## src/rtl/kmul_pkg.sv

```systemverilog
package kmul_pkg;

    typedef enum logic [1:0] {
        LD_IDLE = 2'd0,
        LD_FILL = 2'd1
    } ld_state_t;

endpackage

```

## src/rtl/kmul_table.sv

```systemverilog
// Push-only product table: newest word enters the top entry, others shift down.
module kmul_table #(
    parameter int DEPTH = 16,
    parameter int W     = 20
) (
    input  logic                     clk,
    input  logic                     rst_n,
    input  logic                     push,
    input  logic [W-1:0]             push_word,
    input  logic [$clog2(DEPTH)-1:0] rd_idx,
    output logic [W-1:0]             rd_word
);

    logic [W-1:0] mem [DEPTH];

    always_ff @(posedge clk or negedge rst_n) begin
        if (!rst_n) begin
            for (int i = 0; i < DEPTH; i++) begin
                mem[i] <= '0;
            end
        end else if (push) begin
            for (int i = 0; i < DEPTH - 1; i++) begin
                mem[i] <= mem[i+1];
            end
            mem[DEPTH-1] <= push_word;
        end
    end

    assign rd_word = mem[rd_idx];

endmodule

```

## src/rtl/kmul_loader.sv

```systemverilog
// Reload sequencer: clears the accumulator, then pushes 0*K .. (DEPTH-1)*K.
module kmul_loader
    import kmul_pkg::*;
#(
    parameter int K_W   = 16,
    parameter int TW    = 20,
    parameter int DEPTH = 16
) (
    input  logic          clk,
    input  logic          rst_n,
    input  logic          chg_req,
    input  logic [K_W-1:0] k_in,
    output logic          busy,
    output logic          push,
    output logic [TW-1:0] push_word
);

    localparam int CW = $clog2(DEPTH);

    ld_state_t      st, st_nx;
    logic [K_W-1:0] k_hold;
    logic [TW-1:0]  acc;
    logic [CW-1:0]  step;
    logic           last_step;

    assign last_step = (step == CW'(DEPTH - 1));

    // state register
    always_ff @(posedge clk or negedge rst_n) begin
        if (!rst_n) begin
            st <= LD_IDLE;
        end else begin
            st <= st_nx;
        end
    end

    // transitions: START, STEP, DONE
    always_comb begin
        st_nx = st;
        unique case (st)
            LD_IDLE: if (chg_req)   st_nx = LD_FILL;
            LD_FILL: if (last_step) st_nx = LD_IDLE;
            default:                st_nx = LD_IDLE;
        endcase
    end

    // constant register, accumulator and step counter
    always_ff @(posedge clk or negedge rst_n) begin
        if (!rst_n) begin
            k_hold <= '0;
            acc    <= '0;
            step   <= '0;
        end else begin
            unique case (st)
                LD_IDLE: begin
                    if (chg_req) begin
                        k_hold <= k_in;
                        acc    <= '0;
                        step   <= '0;
                    end
                end
                LD_FILL: begin
                    acc  <= acc + {{(TW-K_W){1'b0}}, k_hold};
                    step <= step + 1'b1;
                end
                default: begin
                    acc  <= '0;
                    step <= '0;
                end
            endcase
        end
    end

    // outputs
    always_comb begin
        busy = 1'b0;
        push = 1'b0;
        unique case (st)
            LD_IDLE: begin
                busy = 1'b0;
                push = 1'b0;
            end
            LD_FILL: begin
                busy = 1'b1;
                push = 1'b1;
            end
            default: begin
                busy = 1'b0;
                push = 1'b0;
            end
        endcase
    end

    assign push_word = acc;

endmodule

```

## src/rtl/kmul_sum_tree.sv

```systemverilog
// Two-stage weighted adder: pairs of nibble products, then the final sum.
module kmul_sum_tree #(
    parameter int NN    = 4,
    parameter int NIB_W = 4,
    parameter int K_W   = 16,
    parameter int TW    = 20,
    parameter int PW    = 32
) (
    input  logic             clk,
    input  logic             rst_n,
    input  logic             in_v,
    input  logic [NN*TW-1:0] parts,
    output logic             out_v,
    output logic [PW-1:0]    sum
);

    localparam int NP = NN / 2;
    localparam int SW = K_W + 2 * NIB_W;

    logic [SW-1:0] pair_d [NP];
    logic [SW-1:0] pair_q [NP];
    logic          v2;
    logic [PW-1:0] total_d;

    for (genvar j = 0; j < NP; j++) begin : g_pair
        assign pair_d[j] = SW'(parts[(2*j)*TW +: TW])
                         + (SW'(parts[(2*j+1)*TW +: TW]) << NIB_W);
    end

    always_ff @(posedge clk or negedge rst_n) begin
        if (!rst_n) begin
            v2 <= 1'b0;
            for (int j = 0; j < NP; j++) begin
                pair_q[j] <= '0;
            end
        end else begin
            v2 <= in_v;
            if (in_v) begin
                for (int j = 0; j < NP; j++) begin
                    pair_q[j] <= pair_d[j];
                end
            end
        end
    end

    always_comb begin
        total_d = '0;
        for (int j = 0; j < NP; j++) begin
            total_d = total_d + (PW'(pair_q[j]) << (2 * NIB_W * j));
        end
    end

    always_ff @(posedge clk or negedge rst_n) begin
        if (!rst_n) begin
            out_v <= 1'b0;
            sum   <= '0;
        end else begin
            out_v <= v2;
            if (v2) begin
                sum <= total_d;
            end
        end
    end

endmodule

```

## src/rtl/kmul_reload.sv

```systemverilog
module kmul_reload #(
    parameter int DATA_W = 16,
    parameter int K_W    = 16,
    parameter int NIB_W  = 4
) (
    input  logic                  clk,
    input  logic                  rst_n,
    input  logic                  in_valid,
    input  logic [DATA_W-1:0]     in_data,
    input  logic [K_W-1:0]        k_new,
    input  logic                  k_change,
    output logic                  busy,
    output logic                  out_valid,
    output logic [DATA_W+K_W-1:0] out_product
);

    localparam int NN  = DATA_W / NIB_W;
    localparam int ENT = 1 << NIB_W;
    localparam int TW  = K_W + NIB_W;
    localparam int PW  = DATA_W + K_W;

    logic             push;
    logic [TW-1:0]    push_word;
    logic             accept;
    logic [TW-1:0]    rd_word [NN];
    logic [NN*TW-1:0] part_q;
    logic             v1;

    kmul_loader #(.K_W(K_W), .TW(TW), .DEPTH(ENT)) u_load (
        .clk       (clk),
        .rst_n     (rst_n),
        .chg_req   (k_change),
        .k_in      (k_new),
        .busy      (busy),
        .push      (push),
        .push_word (push_word)
    );

    assign accept = in_valid & ~busy;

    for (genvar g = 0; g < NN; g++) begin : g_tab
        kmul_table #(.DEPTH(ENT), .W(TW)) u_tab (
            .clk       (clk),
            .rst_n     (rst_n),
            .push      (push),
            .push_word (push_word),
            .rd_idx    (in_data[g*NIB_W +: NIB_W]),
            .rd_word   (rd_word[g])
        );
    end

    // table register: first pipeline stage
    always_ff @(posedge clk or negedge rst_n) begin
        if (!rst_n) begin
            v1     <= 1'b0;
            part_q <= '0;
        end else begin
            v1 <= accept;
            if (accept) begin
                for (int g = 0; g < NN; g++) begin
                    part_q[g*TW +: TW] <= rd_word[g];
                end
            end
        end
    end

    kmul_sum_tree #(.NN(NN), .NIB_W(NIB_W), .K_W(K_W), .TW(TW), .PW(PW)) u_sum (
        .clk   (clk),
        .rst_n (rst_n),
        .in_v  (v1),
        .parts (part_q),
        .out_v (out_valid),
        .sum   (out_product)
    );

endmodule

```

## config.mk

```make
export PLATFORM = sky130hd
export DESIGN_NAME = kmul_reload
export DESIGN_NICKNAME = d
export VERILOG_FILES = /design/src/rtl/kmul_pkg.sv /design/src/rtl/kmul_table.sv /design/src/rtl/kmul_loader.sv /design/src/rtl/kmul_sum_tree.sv /design/src/rtl/kmul_reload.sv
export SDC_FILE = /design/constraint.sdc
export NUM_CORES = 1
export LEC_CHECK = 0
export BUFFER_PORTS_ARGS = -buffer_cell sky130_fd_sc_hd__buf_2
export CORE_ASPECT_RATIO = 1.4
export CORE_MARGIN = 2
export CORE_UTILIZATION = 55
export DETAILED_ROUTE_END_ITERATION = 10
export GPL_TIMING_DRIVEN = 0
export PLACE_DENSITY = 0.71
export SYNTH_ARGS = -nofsm -noshare
export SYNTH_HDL_FRONTEND = slang
export SYNTH_SLANG_ARGS = --single-unit
```

## constraint.sdc

```tcl
create_clock -name clk -period 3.6 [get_ports clk]
set_input_delay 0.36 -clock clk [delete_from_list [all_inputs] [get_ports clk]]
set_output_delay 0.36 -clock clk [all_outputs]
set_load 0.02 [all_outputs]
```

# Word level (Yosys, flattened, before mapping)
# Cells that the tools add are included.
# totals
register_bits	525
# op_classes
mux	20
reduce_logical	3
n_lt_le_gt_ge	4
eq_ne	4
bitwise_logic	6
add_sub_neg	5
# ops
cell	count
binary-select mux 20 bit (select 4 bit)	4
2-to-1 mux 20 bit	9
adder 20 x 24 -> 24 bit	2
case mux 20 bit (2 select lines)	1
adder 24 x 32 -> 32 bit	1
adder 20 x 16 -> 20 bit	1
>= comparator 5 bit, second input constant	4
NOT 4 -> 5 bit	4
case mux 4 bit (2 select lines)	1
adder 4 x 1 -> 4 bit, second input constant	1
== test 4 bit, second input constant	1
2-to-1 mux 2 bit	2
2-to-1 mux 4 bit	1
case mux 2 bit (2 select lines)	1
AND reduction 2 bit	2
== test 2 x 1 -> 1 bit, second input constant	1
zero test 2 bit	1
!= test 2 x 1 -> 1 bit, second input constant	1
!= test 2 bit, second input constant	1
bitwise AND 1 bit	1
2-to-1 mux 1 bit	1
NOT 1 bit	1

# Longest topological paths before layout
# logic_depth
word_depth	4
mapped_depth	9
ltp_nobuf	9

# By module
# A second synthesis with hierarchy kept.
# unflattened
cells_unflattened	4404
area_unflattened_um2	68469.4
# modules_own_cells
module	n_inst	area_per_inst_um2	cells_each
kmul_table	4	14194.9	846
kmul_sum_tree	1	5780.5	600
kmul_reload	1	3418.3	171
kmul_loader	1	2491.1	249

# Worst setup path before layout
# OpenSTA, ideal clock, no wires.
# synth_path
path_kind	flip-flop to flip-flop
start	register u_sum.pair_q[0] (netlist name)
end	register u_sum.sum[22]
required_ps	3474
arrival_ps	2281
path_slack_ps	1193
n_path_buf	0
path_stages_with_launch	9
path_cell_list	dfrtp_1 -> ha_1 -> fa_1 -> a21oi_1 -> o21ai_1 -> a21o_1 -> and4_1 -> or3b_1 -> a311o_1
# synth_via
elab_chain_cells	1
# synth_lines
item	line	text
start: declaration	kmul_sum_tree.sv:21	logic [SW-1:0] pair_q [NP];
start signal: indexed assignment	kmul_sum_tree.sv:40	pair_q[j] <= pair_d[j];
adder 24 x 32 -> 32 bit	kmul_sum_tree.sv:49	total_d = total_d + (PW'(pair_q[j]) << (2 * NIB_W * j));
end signal: assignment	kmul_sum_tree.sv:60	sum <= total_d;
end: declaration	kmul_sum_tree.sv:14	output logic [PW-1:0] sum
# No other way between the ends.
# A chain may end at the register's enable or synchronous reset.

# Worst setup path after layout
# layout_path
start	register part_q[44]
end	register u_sum.pair_q[18] (netlist name)
# layout_via
elab_chain_cells	1
# layout_lines
item	line	text
start: declaration	kmul_reload.sv:26	logic [NN*TW-1:0] part_q;
start signal: indexed assignment	kmul_reload.sv:61	part_q[g*TW +: TW] <= rd_word[g];
adder 20 x 24 -> 24 bit	kmul_sum_tree.sv:27	+ (SW'(parts[(2*j+1)*TW +: TW]) << NIB_W);
# No other way between the ends.

==> impl_metrics.py <==
metrics = {
    "outcome": {
        "status": "finished clean",
    },
    "setup_path": {
        "cp.arrival_ns": 3.45,
        "path_cells": "ha_1 > fa_1 > a21o_1 > a21o_1 > a21oi_1 > o21ai_0 > a31oi_1 > xnor2_1 > mux2_2",
        "worstRegToRegCells": 9,
        "timing.rr.end": "u_sum.pair_q[18]",
        "path_delay_family": "compound AO/OA/AOI/OAI gates",
        "cp_max_fo": 3,
        "crit_buf_inv": 0,
        "reg2reg_slack_ns": 0.64,
        "rr_startpoint": "part_q[44]",
        "cp_common_cell": "a21o_1",
        "start_kind": "flop",
        "cp_slowest_cell": "dfrtp_1",
        "cp-end-kind": "flop",
        "slowest_delay_ns": 0.43,
        "critPathLaunch": "part_q[44]",
        "criticalPathCategory": "flop to flop",
        "cp_data_required_time_ns": 4.09,
    },
    "global_route": {
        "grtUsageTotal_pct": 28.5,
        "grt_pass1_wl_mm": 130,
        "overflow": 0,
        "grt_pass1_vias": 21364,
        "grt_max_degree": 117,
        "antenna_found_initial": 7,
    },
    "power_and_ir_drop": {
        "powerDensity_nw_per_um2": 947,
        "peakVddDrop_mv": 0.598,
        "p_leak_nw": 14.6,
    },
    "routing": {
        "drc": 0,
        "ant_nets": 0,
        "viasPerCell": 6.79,
        "first_pass_iters": 7,
        "drtIter0Drc": 2158,
        "drt_wl_total_mm": 84.9,
        "via_count": 20699,
        "wl_per_cell_um": 27.9,
    },
    "finish": {
        "fin_cells": 3047,
        "regArea_um2": 13100,
        "multi_input_area_um2": 18300,
        "final.fill_count": 4243,
        "drive_above_1_share_pct": 46.0,
        "nNetsFinal": 2365,
        "syn2layout_area_growth_pct": 10.4,
    },
    "floorplan": {
        "coreArea_um2": 57600,
        "pin_count": 70,
        "start_util_pct": 55.7,
        "die_w_um": 208,
        "fp.dieArea_um2": 60400,
        "die_h_um": 290,
        "rows": 104,
    },
    "synthesis": {
        "yosys.area.top_type": "dfrtp_1",
        "synth_top_cell_area_share_pct": 40.8,
        "yosys-top-cells-area": "dfrtp_1 41%, mux4_2 28%, mux2_2 16%, ha_1 2.5%, clkbuf_1 1.4%",
        "yosysMostFrequentCell": "dfrtp_1",
        "netlist-cell-type-count": 68,
        "synthCells": 2129,
        "yosys_warnings": 0,
        "synth_top_flop_cell": "dfrtp_1",
        "synth_area_um2": 32100,
        "post_synth.cell_area_avg_um2": 15.1,
        "synth_edf_count": 0,
        "synth_common_cells": "524 x dfrtp_1, 468 x mux2_2, 400 x mux4_2",
        "async_flop_share_pct": 100,
        "seq_area_frac_synth_pct": 40.8,
        "synth_fp_nets": 2234,
        "ys_ff_latch": 524,
    },
    "placed_design": {
        "dp.cells": 2929,
        "gp_congestion": 0.982,
        "hpwlAfterDp_mm": 65.6,
        "io_buffers": 53,
    },
    "min_path": {
        "hp-start": "k_change",
        "min_path_type": "primary input to flop",
        "worstHoldPathCells": 3,
        "whs_endpoint": "u_load.push_word[18]",
    },
    "clock_tree": {
        "cts-htree-levels": 2,
        "numClockSinks": 524,
        "cts.path.max_buffers": 3,
        "path_clk_slew_ns": 0.06,
        "clkLatencyLatePin_ns": 0.62,
        "cts-root-buf": "clkbuf_16",
        "numCtsBuffers": 54,
        "cts_tree": "done",
    },
    "timing": {
        "grt_setup_unrepaired": "no",
        "maxSlewViolCount": 0,
        "timing.final.crit_share_pct": 82.2,
        "setup_violations": 0,
        "tightest_slew_ns": 1.14,
        "tns_ns": 0,
        "hold_violations": 0,
        "layout_min_cycle_time_ns": 2.96,
        "fmax_mhz": 338,
        "max_slew_margin_pct": 24.2,
        "fin_skew_ns": 0.0268,
    },
    "run": {
        "maxCapViolCount": 0,
    },
}
-- worst max path at each step --
| stage | endpoint | cells after the start |
|---|---|---|
| 6_report | u_sum.pair_q[18] | 9 |
| 5_1_grt | u_sum.pair_q[16] | 9 |
| 4_1_cts | u_sum.pair_q[18] | 9 |
| 3_5_place_dp | part_q[8] | 5 |
| 3_3_place_gp | g_tab[2].u_tab.mem[115] | 1 |
| 2_1_floorplan | u_sum.sum[22] | 8 |
-- cells in the final DEF (no fill, tap or decap), types with 11 or more instances in the layout --
master / instances
dfrtp_1: 524
mux2_2: 468
mux4_2: 400
clkbuf_1: 134
buf_2: 87
ha_1: 65
a21oi_1: 63
clkbuf_16: 55
nand2_1: 48
nor2_1: 47
a21o_1: 46
xnor2_1: 41
o21ai_0: 30
inv_1: 20
a22o_1: 19
a31oi_1: 17
dlygate4sd3_1: 17
nand3_1: 15
xor2_1: 14
and3_1: 12
nand4_1: 11
clkbuf_8: 11
-- cell families after synthesis --
logic type | share of synthesized area [%]
xor gates and xnor gates | 1.50
AOI/OAI and AO/OA | 5.23
buffers and inverters | 2.27
and+or+nand+nor | 2.85
adders and majority gates | 2.78
muxes | 44.6
DFF | 40.8
-- sequential cells by signal (all words and copies together), names as in the netlist, 4 cells and up --
| name | flops |
|---|---|
| u_load.step | 4 |
| part_q | 80 |
| u_load.k_hold | 16 |
| g_tab.u_tab.mem | 320 |
| u_load.push_word | 20 |
| u_sum.pair_q | 48 |
| u_sum.sum | 32 |
-- worst reg2reg max path: stages (launching register included) --
cell	delay (ns)
dfrtp_1	0.43
ha_1	0.25
fa_1	0.41
a21o_1	0.18
a21o_1	0.24
a21oi_1	0.40
o21ai_0	0.27
a31oi_1	0.29
xnor2_1	0.10
mux2_2	0.27
-- per-stage QoR --
| step | hold slack [ns] | setup slack [ns] | utilization [%] | power (mW) | area (µm²) |
|---|---|---|---|---|---|
| 4_1_cts | 0.131 | 0.751 | 61.5 | 33.5 | 35500 |
| 5_1_grt | 0.169 | 0.544 | 61.5 | 35.4 | 35500 |
| 3_3_place_gp | 0.363 | -8.36 | 57.8 | 26.6 | 33300 |
| 3_5_place_dp | 0.364 | 0.686 | 58.1 | 27.4 | 33500 |
| 6_report | 0.164 | 0.641 | 61.6 | 33.6 | 35500 |
| 2_1_floorplan | 0.0644 | 1.19 | - | 22.8 | 32100 |
-- metal layers --
layer | up-vias | routed length (µm) | GRT usage (%)
li1 | 8804 | - | -
met1 | 10844 | 31700 | 36.1
met2 | 874 | 43900 | 49.5
met3 | 169 | 6550 | 5.83
met4 | 8 | 2650 | 9.07
met5 | - | 74 | 0
-- final cells by class --
class	instances	share of cell area, %
Sequential cell	524	37.0
Buffer	162	1.85
Inverter	20	0.212
Multi-Input combinational cell	1423	51.5
Antenna cell	4	0.0282
Clock buffer	80	4.45
Timing Repair Buffer	75	1.64
Tap cell	742	2.62
Clock inverter	17	0.705
-- report_power, final --
| group | switching [mW] | internal, mW |
|---|---|---|
| Combinational | 6.81 | 8.73 |
| Sequential | 3.37 | 8.79 |
| Clock | 2.43 | 3.46 |
-- what timing repair did --
item / in CTS / in global routing
hold buffers: 17 / 0
endpoints found under the hold margin: 88 / 0
buffers inserted: 0 / 0
resized for setup: 0 / 0
Power figures use the tool's default switching activity.
